[config.mk]
export PLATFORM = sky130hd
export DESIGN_NAME = cmd_reply_mailbox
export DESIGN_NICKNAME = d
export VERILOG_FILES = /design/src/rtl/mbx_pkg.sv /design/src/rtl/mbx_channel.sv /design/src/rtl/mbx_host_port.sv /design/src/rtl/mbx_cp_port.sv /design/src/rtl/cmd_reply_mailbox.sv
export SDC_FILE = /design/constraint.sdc
export NUM_CORES = 1
export LEC_CHECK = 0
export BUFFER_PORTS_ARGS = -buffer_cell sky130_fd_sc_hd__buf_2
export CAP_MARGIN = 40
export CORE_MARGIN = 1.5
export CORE_UTILIZATION = 40
export DETAILED_ROUTE_END_ITERATION = 12
export GPL_TIMING_DRIVEN = 0
export PLACE_DENSITY = 0.57
export RECOVER_POWER = 25
export SLEW_MARGIN = 10
export SYNTH_ARGS = -nofsm -noshare
export SYNTH_HDL_FRONTEND = slang
export SYNTH_SLANG_ARGS = --single-unit
[constraint.sdc]
create_clock -name clk -period 3.8 [get_ports clk]
set_input_delay 0.76 -clock clk [delete_from_list [all_inputs] [get_ports clk]]
set_output_delay 0.76 -clock clk [all_outputs]
set_load 0.05 [all_outputs]
[src/rtl/mbx_pkg.sv]
package mbx_pkg;
   // Host address map: configuration, status, then command/reply pairs.
   localparam int MBX_CFG_ADDR = 0;
   localparam int MBX_STS_ADDR = 1;
   localparam int MBX_CH_BASE  = 2;

   function automatic int mbx_cmd_addr(input int ch);
      return MBX_CH_BASE + 2 * ch;
   endfunction

   function automatic int mbx_rep_addr(input int ch);
      return MBX_CH_BASE + 2 * ch + 1;
   endfunction
endpackage

[src/rtl/mbx_channel.sv]
module mbx_channel #(
   parameter int DATA_W = 16
) (
   input  logic              clk,
   input  logic              rst_n,
   input  logic              host_cmd_wr,
   input  logic              host_rep_rd,
   input  logic              cp_cmd_rd,
   input  logic              cp_rep_wr,
   input  logic [DATA_W-1:0] host_wdata,
   input  logic [DATA_W-1:0] cp_wdata,
   output logic [DATA_W-1:0] cmd_q,
   output logic [DATA_W-1:0] rep_q,
   output logic              cmd_pend,
   output logic              rep_idle
);
   // Command side: host write wins over a same-cycle coprocessor read.
   always_ff @(posedge clk or negedge rst_n) begin
      if (!rst_n) begin
         cmd_q    <= '0;
         cmd_pend <= 1'b0;
      end else if (host_cmd_wr) begin
         cmd_q    <= host_wdata;
         cmd_pend <= 1'b1;
      end else if (cp_cmd_rd) begin
         cmd_pend <= 1'b0;
      end
   end

   // Reply side: coprocessor write wins over a same-cycle host read.
   always_ff @(posedge clk or negedge rst_n) begin
      if (!rst_n) begin
         rep_q    <= '0;
         rep_idle <= 1'b1;
      end else if (cp_rep_wr) begin
         rep_q    <= cp_wdata;
         rep_idle <= 1'b0;
      end else if (host_rep_rd) begin
         rep_idle <= 1'b1;
      end
   end

   AST_CMD_WR_SETS: assert property (@(posedge clk) disable iff (!rst_n)
      host_cmd_wr |=> (cmd_pend && cmd_q == $past(host_wdata)));
   AST_CMD_RD_CLEARS: assert property (@(posedge clk) disable iff (!rst_n)
      (cp_cmd_rd && !host_cmd_wr) |=> !cmd_pend);
   AST_CMD_HOLDS: assert property (@(posedge clk) disable iff (!rst_n)
      !host_cmd_wr |=> $stable(cmd_q));
   AST_REP_WR_CLEARS: assert property (@(posedge clk) disable iff (!rst_n)
      cp_rep_wr |=> (!rep_idle && rep_q == $past(cp_wdata)));
   AST_REP_RD_SETS: assert property (@(posedge clk) disable iff (!rst_n)
      (host_rep_rd && !cp_rep_wr) |=> rep_idle);
   AST_REP_HOLDS: assert property (@(posedge clk) disable iff (!rst_n)
      !cp_rep_wr |=> $stable(rep_q));
endmodule

[src/rtl/mbx_host_port.sv]
module mbx_host_port
   import mbx_pkg::*;
#(
   parameter int NUM_CH  = 3,
   parameter int DATA_W  = 16,
   parameter int HOST_AW = 4
) (
   input  logic                          clk,
   input  logic                          rst_n,
   input  logic [HOST_AW-1:0]            addr,
   input  logic                          wr,
   input  logic                          rd,
   input  logic [DATA_W-1:0]             cfg_word,
   input  logic [DATA_W-1:0]             sts_word,
   input  logic [NUM_CH-1:0][DATA_W-1:0] cmd_words,
   input  logic [NUM_CH-1:0][DATA_W-1:0] rep_words,
   output logic                          cfg_wr,
   output logic [NUM_CH-1:0]             cmd_wr,
   output logic [NUM_CH-1:0]             rep_rd,
   output logic [DATA_W-1:0]             rdata
);
   logic [NUM_CH-1:0] cmd_hit;
   logic [NUM_CH-1:0] rep_hit;
   logic              cfg_hit;
   logic              sts_hit;

   assign cfg_hit = (addr == HOST_AW'(MBX_CFG_ADDR));
   assign sts_hit = (addr == HOST_AW'(MBX_STS_ADDR));
   assign cfg_wr  = wr & cfg_hit;

   for (genvar k = 0; k < NUM_CH; k++) begin : g_dec
      assign cmd_hit[k] = (addr == HOST_AW'(mbx_cmd_addr(k)));
      assign rep_hit[k] = (addr == HOST_AW'(mbx_rep_addr(k)));
      assign cmd_wr[k]  = wr & cmd_hit[k];
      assign rep_rd[k]  = rd & rep_hit[k];
   end

   always_comb begin
      rdata = '0;
      if (cfg_hit) rdata = cfg_word;
      if (sts_hit) rdata = sts_word;
      for (int k = 0; k < NUM_CH; k++) begin
         if (cmd_hit[k]) rdata = cmd_words[k];
         if (rep_hit[k]) rdata = rep_words[k];
      end
   end

   AST_HOST_ONE_TARGET: assert property (@(posedge clk) disable iff (!rst_n)
      $onehot0({cfg_wr, cmd_wr, rep_rd}));
endmodule

[src/rtl/mbx_cp_port.sv]
module mbx_cp_port #(
   parameter int NUM_CH = 3,
   parameter int DATA_W = 16,
   parameter int CP_AW  = 2
) (
   input  logic                          clk,
   input  logic                          rst_n,
   input  logic [CP_AW-1:0]              addr,
   input  logic                          wr,
   input  logic                          rd,
   input  logic [NUM_CH-1:0][DATA_W-1:0] cmd_words,
   output logic [NUM_CH-1:0]             cmd_rd,
   output logic [NUM_CH-1:0]             rep_wr,
   output logic [DATA_W-1:0]             rdata
);
   logic [NUM_CH-1:0] hit;

   for (genvar k = 0; k < NUM_CH; k++) begin : g_dec
      assign hit[k]    = (addr == CP_AW'(k));
      assign cmd_rd[k] = rd & hit[k];
      assign rep_wr[k] = wr & hit[k];
   end

   always_comb begin
      rdata = '0;
      for (int k = 0; k < NUM_CH; k++)
         if (hit[k]) rdata = cmd_words[k];
   end

   AST_CP_ONE_WRITE: assert property (@(posedge clk) disable iff (!rst_n)
      $onehot0(rep_wr));
endmodule

[src/rtl/cmd_reply_mailbox.sv]
module cmd_reply_mailbox
   import mbx_pkg::*;
#(
   parameter int NUM_CH   = 3,
   parameter int DATA_W   = 16,
   parameter int HOST_AW  = 4,
   parameter int CP_AW    = 2,
   parameter int IE_LSB   = 9,
   parameter int RFLG_LSB = 10,
   parameter int CFLG_LSB = 13
) (
   input  logic               clk,
   input  logic               rst_n,
   input  logic [HOST_AW-1:0] host_addr,
   input  logic               host_wr,
   input  logic               host_rd,
   input  logic [DATA_W-1:0]  host_wdata,
   output logic [DATA_W-1:0]  host_rdata,
   input  logic [CP_AW-1:0]   cp_addr,
   input  logic               cp_wr,
   input  logic               cp_rd,
   input  logic [DATA_W-1:0]  cp_wdata,
   output logic [DATA_W-1:0]  cp_rdata,
   output logic [NUM_CH-1:0]  reply_irq
);
   localparam int HOST_WORDS = MBX_CH_BASE + 2 * NUM_CH;

   if (NUM_CH < 1) begin : g_bad_ch
      $error("NUM_CH must be at least 1");
   end
   if ((1 << HOST_AW) < HOST_WORDS) begin : g_bad_haw
      $error("HOST_AW too small for the host map");
   end
   if ((1 << CP_AW) < NUM_CH) begin : g_bad_caw
      $error("CP_AW too small for NUM_CH");
   end
   if (IE_LSB + NUM_CH > DATA_W || CFLG_LSB + NUM_CH > DATA_W) begin : g_bad_fld
      $error("flag field exceeds DATA_W");
   end
   if (RFLG_LSB + NUM_CH > CFLG_LSB) begin : g_bad_ovl
      $error("reply and command flag fields overlap");
   end

   logic [NUM_CH-1:0]             ie_q;
   logic [NUM_CH-1:0]             cmd_pend;
   logic [NUM_CH-1:0]             rep_idle;
   logic [NUM_CH-1:0][DATA_W-1:0] cmd_words;
   logic [NUM_CH-1:0][DATA_W-1:0] rep_words;
   logic [NUM_CH-1:0]             h_cmd_wr;
   logic [NUM_CH-1:0]             h_rep_rd;
   logic [NUM_CH-1:0]             c_cmd_rd;
   logic [NUM_CH-1:0]             c_rep_wr;
   logic                          cfg_wr;
   logic [DATA_W-1:0]             cfg_word;
   logic [DATA_W-1:0]             sts_word;

   always_ff @(posedge clk or negedge rst_n) begin
      if (!rst_n)      ie_q <= '0;
      else if (cfg_wr) ie_q <= host_wdata[IE_LSB +: NUM_CH];
   end

   always_comb begin
      cfg_word = '0;
      cfg_word[IE_LSB +: NUM_CH] = ie_q;
      sts_word = '0;
      sts_word[RFLG_LSB +: NUM_CH] = rep_idle;
      sts_word[CFLG_LSB +: NUM_CH] = cmd_pend;
   end

   mbx_host_port #(.NUM_CH(NUM_CH), .DATA_W(DATA_W), .HOST_AW(HOST_AW)) u_host (
      .clk(clk), .rst_n(rst_n), .addr(host_addr), .wr(host_wr), .rd(host_rd),
      .cfg_word(cfg_word), .sts_word(sts_word), .cmd_words(cmd_words),
      .rep_words(rep_words), .cfg_wr(cfg_wr), .cmd_wr(h_cmd_wr),
      .rep_rd(h_rep_rd), .rdata(host_rdata)
   );

   mbx_cp_port #(.NUM_CH(NUM_CH), .DATA_W(DATA_W), .CP_AW(CP_AW)) u_cp (
      .clk(clk), .rst_n(rst_n), .addr(cp_addr), .wr(cp_wr), .rd(cp_rd),
      .cmd_words(cmd_words), .cmd_rd(c_cmd_rd), .rep_wr(c_rep_wr),
      .rdata(cp_rdata)
   );

   for (genvar k = 0; k < NUM_CH; k++) begin : g_ch
      mbx_channel #(.DATA_W(DATA_W)) u_ch (
         .clk(clk), .rst_n(rst_n),
         .host_cmd_wr(h_cmd_wr[k]), .host_rep_rd(h_rep_rd[k]),
         .cp_cmd_rd(c_cmd_rd[k]), .cp_rep_wr(c_rep_wr[k]),
         .host_wdata(host_wdata), .cp_wdata(cp_wdata),
         .cmd_q(cmd_words[k]), .rep_q(rep_words[k]),
         .cmd_pend(cmd_pend[k]), .rep_idle(rep_idle[k])
      );

      assign reply_irq[k] = ie_q[k] & ~rep_idle[k];

      AST_IRQ_RISE_CAUSE: assert property (@(posedge clk) disable iff (!rst_n)
         $rose(reply_irq[k]) |-> $past(cp_wr || host_wr));
      AST_IRQ_DROP_ON_READ: assert property (@(posedge clk) disable iff (!rst_n)
         (h_rep_rd[k] && !c_rep_wr[k]) |=> !reply_irq[k]);
   end
endmodule

==> flow_summary.yaml, run 1 <==
route:
  wirelength_um: 15570
  dr_wl_met3_um: 927
  firstDrtPassIters: 5
  vias: 3934
  dr.max_layer_used: "met4"
  drt_iter0_drc: 276
  antenna_left: 0
  vias_per_cell: 5.652
  wl_met2_um: 7464
  post_drt_wl_per_cell_um: 22.38
  m1WireLength_um: 6954
  drc: 0
critical_path:
  cp_top_family: "buffers and inverters"
  slowest_stage: "nor3b_1"
  cp-start-kind: "input port"
  crit_top_cell: "buf_2"
  max_stage_delay_ns: 0.57
  crit_chain: "buf_2 -> buf_4 -> nor3b_1 -> a222oi_1 -> o31ai_1 -> buf_2"
  critPathMaxFanout: 10
  critPathRequiredTime_ns: 3.04
  critical_path_class: "input port to output pin"
  timing.critical_path.buf_inv: 3
  worstSetupEndpointType: "output pin"
  arrival_ns: 2.70
logic_synthesis:
  ys_warn_count: 0
  netlist_area_um2: 5314
  yosysMostFrequentCell: "mux2_2"
  ys_top_cells_by_area: "dfrtp_1 48%, mux2_2 22%, mux2i_1 3.6%, o21ai_0 2.6%, a22oi_1 2.0%"
  synth_xor_area_frac: 0
  synth_edf_count: 0
  async_flop_share: 1.000
  syn_area_per_cell_um2: 12.30
  synth_ff_type: "dfrtp_1"
  netlist.area_leader.share: 0.4803
  post-synth-top-area-cell: "dfrtp_1"
  synth-compound-area-share: 0.1168
  synth_top_family_by_area: "multiplexers"
  yosysSeqAreaShare: 0.4952
  synthesis.nets: 476
  synth_mux_area_frac: 0.2731
  ys_types: 51
  yosys.area_share.simple: 0.07488
  synth_adder_area_share: 0
  yosys-top-cells-count: "104 x mux2_2, 102 x dfrtp_1, 28 x o21ai_0"
  synth_seq_cells: 105
  syn_inst: 432
clock_network:
  clock_latency_ns: 0.35
  cts_sinks: 105
  hold_buffers: 0
  cts_tree: "built"
  cts_buffers: 9
  cts_root_buf: "clkbuf_16"
  clk_path_buf_depth: 2
  post_cts_resized: 0
  clk_pin_slew_ns: 0.07
  cts_max_level: 3
  post-cts-setup-buffer-count: 0
power:
  vdd_drop_max_v: 0.0002989
  p_comb_frac: 0.249
  pwr-share-seq: 0.459
  finalPower_uw: 3306
  p_int_uw: 2219
  p_sw_frac: 0.3288
  power_density_nw_per_um2: 532.5
  leakage_uw: 0.002806
  p_switching_uw: 1087
  pwr-share-clk: 0.291
finish:
  syn_to_final_growth_pct: 16.86
  n_antenna_cell: 0
  drive_above_1_share: 0.4485
  fin_nets: 563
placement:
  post-dp-hpwl_um: 10950
  place_congestion: 0.8054
  portBuffers: 75
sta:
  setup_viol: 0
  worst-slew-pin-transition_ns: 2.062
  fin_crit_ns: 3.461
  hold_viol: 0
  fin_tns_setup_ns: 0
  relSlewSlack: -0.3747
  drv_slew: 39
  rsz0062_at_grt: "false"
  skew_ns: 0
  min_period_over_period: 0.9107
  timing.fmax_mhz: 289.0
status:
  status: "finished, violations left"
  violations: "capacitance limit, slew limit"
floorplan:
  core.rowCount: 41
  fp.dieH_um: 118.3
  start_util: 0.4160
  die-width_um: 118.3
  die_area_um2: 13990
  fp.coreArea_um2: 12770
  ios: 79
global_route:
  grt-ovfl-total: 0
  antenna_found_initial: 0
  grt_max_degree: 69
  track_usage: 0.2306
  grt_pass1_wl_um: 24230
  grt_pass1_vias: 4094
hold_path:
  min_path_type: "flop to flop"
job:
  cap_violations: 1
state kept, by name, indices dropped and copies added, names as in the netlist:
name and flops:
g_ch.u_ch.cmd_q 48, g_ch.u_ch.rep_q 48, g_ch.u_ch.cmd_pend 3, g_ch.u_ch.rep_idle 3, ie_q 3
final timing paths:
path	slack (ns)	to	startpoint	cells past startpoint
max	0.34	host_rdata[1]	host_addr[2]	6
max in group asynchronous	0.82	g_ch[1].u_ch.rep_q[4]	rst_n	2
min reg2reg	0.50	g_ch[2].u_ch.cmd_pend	g_ch[2].u_ch.cmd_pend	1
min	0.50	g_ch[2].u_ch.cmd_pend	g_ch[2].u_ch.cmd_pend	1
min in group asynchronous	0.99	g_ch[2].u_ch.rep_q[10]	rst_n	1
max reg2reg	2.98	g_ch[1].u_ch.cmd_q[14]	g_ch[1].u_ch.cmd_q[14]	1
through the flow:
step / setup WS (ns) / utilization / std cells / area, µm² / hold WS (ns)
2_1_floorplan: 0.2748 / - / 432 / 5314 / 0.4447
3_3_place_gp: 0.4358 / 0.4622 / 679 / 5904 / 0.4783
3_5_place_dp: 0.4178 / 0.4649 / 680 / 5938 / 0.4872
4_1_cts: 0.4337 / 0.4883 / 696 / 6237 / 0.3168
5_1_grt: 0.2940 / 0.4861 / 696 / 6210 / 0.5209
6_report: 0.3393 / 0.4861 / 696 / 6210 / 0.5022
cell families after synthesis:
group / after synthesis
multiplexers: 128
AO/OA/AOI/OAI: 91
AND/OR/NAND/NOR: 72
flip-flops: 105
buffers and inverters: 36
power groups by stage:
stage          registers (µW)  clock network (µW)  logic [µW]
3_3_place_gp             1520                   0         813
6_report                 1520                 963         824
3_5_place_dp             1540                   0         831
5_1_grt                  1550                1040         886
4_1_cts                  1520                 985         833
2_1_floorplan            1470                   0         632
per-layer routing:
| layer | vias up | track usage |
|---|---|---|
| met4 | 0 | 0.05183 |
| met1 | 1998 | 0.3132 |
| met2 | 147 | 0.3728 |
| met5 | - | 0 |
| met3 | 23 | 0.05598 |
| li1 | 1766 | - |
cells in the final DEF, fill, tap and decap left out, types with 3 or more instances in the layout:
cell	count
a22oi_1	14
a21o_1	5
inv_6	4
clkbuf_1	6
mux4_2	3
inv_1	6
and2b_1	3
buf_6	4
dfrtp_1	102
buf_4	8
nand2b_1	4
mux2i_1	19
a221o_1	4
o22ai_1	4
a22o_1	4
o21ai_0	28
mux2_2	104
nor2b_1	8
nor2_1	14
dfstp_2	3
clkbuf_16	9
buf_2	87
nand2_1	26
a21oi_1	12
a32oi_1	4
a222oi_1	6
area by class of cell:
class | count | area [µm²]
plain buffers | 29 | 185.2
fillers | 1206 | 6564
inverters | 7 | 27.53
multi-input cells | 291 | 2470
clock inverters | 6 | 70.07
clock buffers | 10 | 229.0
flip-flops and latches | 105 | 2631
well taps | 172 | 215.2
repair buffers | 76 | 381.6
Power figures use the tool's default switching activity.
==> inputs of run 2 (changes only) <==
CTS_BUF_LIST = sky130_fd_sc_hd__clkbuf_4 sky130_fd_sc_hd__clkbuf_8   (was not set)
CTS_CLUSTER_DIAMETER = 150   (was not set)
==> run 2 against run 1 <==
  * The run still ends with capacitance limit, slew limit left
  * Non-clock buffer count did not move
  * Via count hardly changed
  * Largest power group unchanged
  * Count of clock-buffer cells in the layout unchanged
  * Critical endpoint unchanged
  * Flip-flop and latch count stayed put
  * Hold slack better by 0.0053 ns
  * Wire length is essentially flat
  * Die area stayed put
  * Largest cell class unchanged
==> flow_summary.yaml, run 2 (synthesis results as in run 1) <==
status:
  status: "finished, violations left"
  violations: "capacitance limit, slew limit"
global_route:
  grt_pass1_vias: 4095
  grt-ovfl-total: 0
  antenna_found_initial: 0
  grt_pass1_wl_um: 24200
  grt_max_degree: 69
  track_usage: 0.2301
route:
  drt_iter0_drc: 321
  firstDrtPassIters: 5
  vias_per_cell: 5.649
  antenna_left: 0
  drc: 0
  wirelength_um: 15570
  vias: 3932
  post_drt_wl_per_cell_um: 22.38
job:
  cap_violations: 1
sta:
  drv_slew: 39
  fin_crit_ns: 3.432
  worst-slew-pin-transition_ns: 2.044
  fin_tns_setup_ns: 0
  rsz0062_at_grt: "false"
  whs_ns: 0.5074
  hold_viol: 0
  setup_viol: 0
  relSlewSlack: -0.3628
  fin_ws_ns: 0.3681
  skew_ns: 0
  min_period_over_period: 0.9031
  timing.fmax_mhz: 291.4
finish:
  drive_above_1_share: 0.4504
  nFillCells: 1216
  final_common_cell: "mux2_2"
  top_regs: "g_ch.u_ch.cmd_q x48, g_ch.u_ch.rep_q x48"
  n_antenna_cell: 0
  fin_area_um2: 6112
  mostFrequentLayoutCells: "104 x mux2_2, 102 x dfrtp_1, 87 x buf_2"
  post-route-util: 0.4785
  syn_to_final_growth_pct: 15.02
  fin_nets: 563
floorplan:
  start_util: 0.4160
  fp.dieH_um: 118.3
  fp.coreArea_um2: 12770
  die_area_um2: 13990
  core.rowCount: 41
  ios: 79
  die-width_um: 118.3
critical_path:
  critPathRequiredTime_ns: 3.04
  critical_path_class: "input port to output pin"
  r2r_cells: 2
  cp-start-kind: "input port"
  timing.rr.start: "g_ch[2].u_ch.rep_idle"
  worstSetupEndpointType: "output pin"
  rrSetupSlack_ns: 2.97
  crit_start: "host_addr[2]"
  arrival_ns: 2.67
  r2r_end: "g_ch[2].u_ch.rep_idle"
  crit_end: "host_rdata[1]"
  critPathMaxFanout: 10
power:
  p_switching_uw: 1062
  power_density_nw_per_um2: 504.0
  leakage_uw: 0.002763
  p_comb_frac: 0.268
  pwr-share-clk: 0.239
  pwr-share-seq: 0.493
  p_int_uw: 2019
  vdd_drop_max_v: 0.0003182
  p_sw_frac: 0.3447
clock_network:
  cts_root_buf: "clkbuf_8"
  clk_path_buf_depth: 2
  cts_buffers: 9
  hold_buffers: 0
  clk_pin_slew_ns: 0.10
  cts_max_level: 3
  post-cts-setup-buffer-count: 0
  cts_tree: "built"
  clock_latency_ns: 0.38
  post_cts_resized: 0
  cts_sinks: 105
hold_path:
  min_from: "g_ch[2].u_ch.cmd_pend"
  min_path_type: "flop to flop"
placement:
  portBuffers: 75
  dpl_cell_area_um2: 5938
  post-dp-hpwl_um: 10950
  place_ws_ns: 0.4178
  place_congestion: 0.8054
## run 2: worst min path at each step
stage               cells after the start                endpoint
finish                                  1   g_ch[2].u_ch.cmd_pend
global route                            1  g_ch[1].u_ch.rep_q[11]
CTS                                     1   g_ch[0].u_ch.cmd_q[1]
detailed placement                      1   g_ch[2].u_ch.cmd_pend
global placement                        1   g_ch[2].u_ch.cmd_pend
floorplan                               2   g_ch[1].u_ch.cmd_pend
## run 2: per-stage QoR
| step | power [µW] | std cells |
|---|---|---|
| after floorplan | 2104 | 432 |
| after global placement | 2337 | 679 |
| after detailed placement | 2369 | 680 |
| after CTS | 3107 | 696 |
| after global routing | 3245 | 696 |
| final | 3080 | 696 |
## run 2: cell type report
class | instances | area [µm²] | share of cell area
plain buffers | 29 | 185.2 | 0.03030
clock buffers | 10 | 131.4 | 0.02149
clock inverters | 6 | 70.07 | 0.01146
inverters | 7 | 27.53 | 0.004504
multi-input cells | 291 | 2470 | 0.4041
flip-flops and latches | 105 | 2631 | 0.4305
well taps | 172 | 215.2 | 0.03521
repair buffers | 76 | 381.6 | 0.06244
## run 2: worst max-delay path: stages
cell and delay (ns):
buf_2 0.14, buf_4 0.20, nor3b_1 0.56, a222oi_1 0.24, o31ai_1 0.42, buf_2 0.34
## run 2: per-layer routing
| layer | wire length, µm | vias up | track usage | share of wire |
|---|---|---|---|---|
| met2 | 7462 | 118 | 0.3695 | 0.48 |
| met5 | 0 | - | 0 | 0 |
| met1 | 7005 | 2030 | 0.3094 | 0.45 |
| li1 | - | 1766 | - | - |
| met3 | 863 | 18 | 0.06033 | 0.055 |
| met4 | 241 | 0 | 0.05793 | 0.015 |
## run 2: power groups by stage
stage / registers (µW) / clock network [µW] / logic [µW]
6_report: 1520 / 737 / 825
5_1_grt: 1550 / 814 / 886
4_1_cts: 1510 / 760 / 833
3_5_place_dp: 1540 / 0 / 831
3_3_place_gp: 1520 / 0 / 813
2_1_floorplan: 1470 / 0 / 632
==> inputs of run 3 (changes only) <==
PLACE_DENSITY = not set   (was 0.57)
==> run 3 against run 2 <==
  * The run still ends with capacitance limit, slew limit left
  * Count of clock-buffer cells in the layout is 3 higher
  * Global-route usage down 1.1 points
  * Non-clock buffer count unchanged
  * Wire length decreased by 5.5%
  * Register-to-register slack about the same
  * Via count shrank 0.51%
  * Design area is 0.70% higher
  * Critical path type unchanged
  * Highest routed layer unchanged
==> flow_summary.yaml, run 3 (synthesis results as in run 1) <==
finish:
  drive_above_1_share: 0.4504
  top_regs: "g_ch.u_ch.cmd_q x48, g_ch.u_ch.rep_q x48"
  final_cells: 697
  fin_nets: 563
  mostFrequentLayoutCells: "104 x mux2_2, 102 x dfrtp_1, 87 x buf_2"
  syn_to_final_growth_pct: 15.82
  fin_area_um2: 6155
  nFillCells: 1193
  final_common_cell: "mux2_2"
critical_path:
  timing.rr.start: "g_ch[0].u_ch.cmd_q[14]"
  arrival_ns: 2.60
  rrSetupSlack_ns: 2.98
  r2r_end: "g_ch[0].u_ch.cmd_q[14]"
  cp-start-kind: "input port"
  critPathMaxFanout: 10
  r2r_cells: 1
  worstSetupEndpointType: "output pin"
  critical_path_class: "input port to output pin"
  critPathRequiredTime_ns: 3.04
sta:
  min_period_over_period: 0.8846
  fin_tns_setup_ns: 0
  worst-slew-pin-transition_ns: 2.365
  setup_viol: 0
  relSlewSlack: -0.5764
  timing.fmax_mhz: 297.5
  drv_slew: 44
  fin_ws_ns: 0.4386
  fin_crit_ns: 3.361
  hold_viol: 0
  skew_ns: 0
  rsz0062_at_grt: "false"
route:
  vias_per_cell: 5.613
  firstDrtPassIters: 5
  post_drt_wl_per_cell_um: 21.12
  drc: 0
  drt_iter0_drc: 242
  antenna_left: 0
  wirelength_um: 14720
  vias: 3912
clock_network:
  cts_tree: "built"
  post_cts_resized: 0
  post-cts-setup-buffer-count: 0
  clk_path_buf_depth: 2
  cts_buffers: 9
  cts_root_buf: "clkbuf_8"
  cts_max_level: 3
  clk_pin_slew_ns: 0.09
  cts_sinks: 105
  hold_buffers: 0
  clock_latency_ns: 0.37
placement:
  portBuffers: 75
  placed_cells: 680
  place_ws_ns: 0.4539
  post-dp-hpwl_um: 10850
  dpl_cell_area_um2: 5938
  place_congestion: 0.8279
floorplan:
  die-width_um: 118.3
  fp.dieH_um: 118.3
  ios: 79
  fp.coreArea_um2: 12770
  start_util: 0.4160
  core.rowCount: 41
  die_area_um2: 13990
power:
  p_switching_uw: 1019
  p_int_uw: 2133
  p_comb_frac: 0.261
  pwr-share-seq: 0.481
  leakage_uw: 0.002782
  vdd_drop_max_v: 0.0002962
  pwr-share-clk: 0.258
  power_density_nw_per_um2: 512.2
  p_sw_frac: 0.3233
hold_path:
  min_path_type: "flop to flop"
  min_to: "g_ch[2].u_ch.cmd_pend"
  holdPathStages: 1
  min_from: "g_ch[2].u_ch.cmd_pend"
global_route:
  track_usage: 0.2191
  grt-ovfl-total: 0
  grt_pass1_vias: 4030
  grt_pass1_wl_um: 23030
  grt_max_degree: 64
  antenna_found_initial: 1
status:
  status: "finished, violations left"
  violations: "capacitance limit, slew limit"
job:
  cap_violations: 1
==> run 3: changes by cell type in the layout (fill, tap and decap cells not counted), sizes merged <==
cell / delta
diode: +1
clkinv: -1
clkbuf: +3
bufinv: +1
inv: -3
==> run 3: power by group through the flow <==
stage	clock (µW)	combinational (µW)	sequential [µW]
global route	882	888	1540
global placement	0	813	1530
finish	812	824	1520
floorplan	0	632	1470
CTS	833	834	1520
detailed placement	0	832	1540
==> run 3: critical path, stage by stage <==
cell and delay [ns]:
buf_2 0.15, nor2b_1 0.46, buf_2 0.35, a21o_1 0.12, a222oi_1 0.06, o31ai_1 0.35, buf_2 0.33
==> run 3: stage by stage <==
step / utilization / power [µW] / hold slack, ns
finish: 0.4818 / 3152 / 0.4842
global route: 0.4816 / 3314 / 0.5131
CTS: 0.4838 / 3183 / 0.2911
detailed placement: 0.4649 / 2372 / 0.4694
global placement: 0.4622 / 2342 / 0.4603
floorplan: - / 2104 / 0.4447
==> run 3: worst max path at each step <==
stage / depth (start not counted) / endpoint / from / slack, ns
6_report: 7 / host_rdata[1] / host_addr[2] / 0.44
5_1_grt: 2 / g_ch[1].u_ch.rep_q[2] / rst_n / 0.18
4_1_cts: 7 / host_rdata[1] / host_addr[2] / 0.45
3_5_place_dp: 7 / host_rdata[1] / host_addr[2] / 0.45
3_3_place_gp: 7 / host_rdata[1] / host_addr[2] / 0.45
2_1_floorplan: 5 / host_rdata[1] / host_addr[0] / 0.27
==> run 3: area by class of cell <==
class	count	area (µm²)	area share
sequential	105	2631	0.4275
multi-input combinational	291	2470	0.4013
timing repair buffer	76	381.6	0.06200
tap	172	215.2	0.03497
buffer	29	185.2	0.03009
clock buffer	13	172.7	0.02805
clock inverter	3	68.82	0.01118
inverter	7	27.53	0.004472
antenna	1	2.502	0.0004066
==> run 3: routing by layer <==
metal / GRT usage / share of wire / vias to the layer above
li1: - / - / 1764
met1: 0.2895 / 0.44 / 1995
met2: 0.3594 / 0.49 / 131
met3: 0.04247 / 0.050 / 22
met4: 0.07546 / 0.022 / 0
met5: 0 / 0 / -
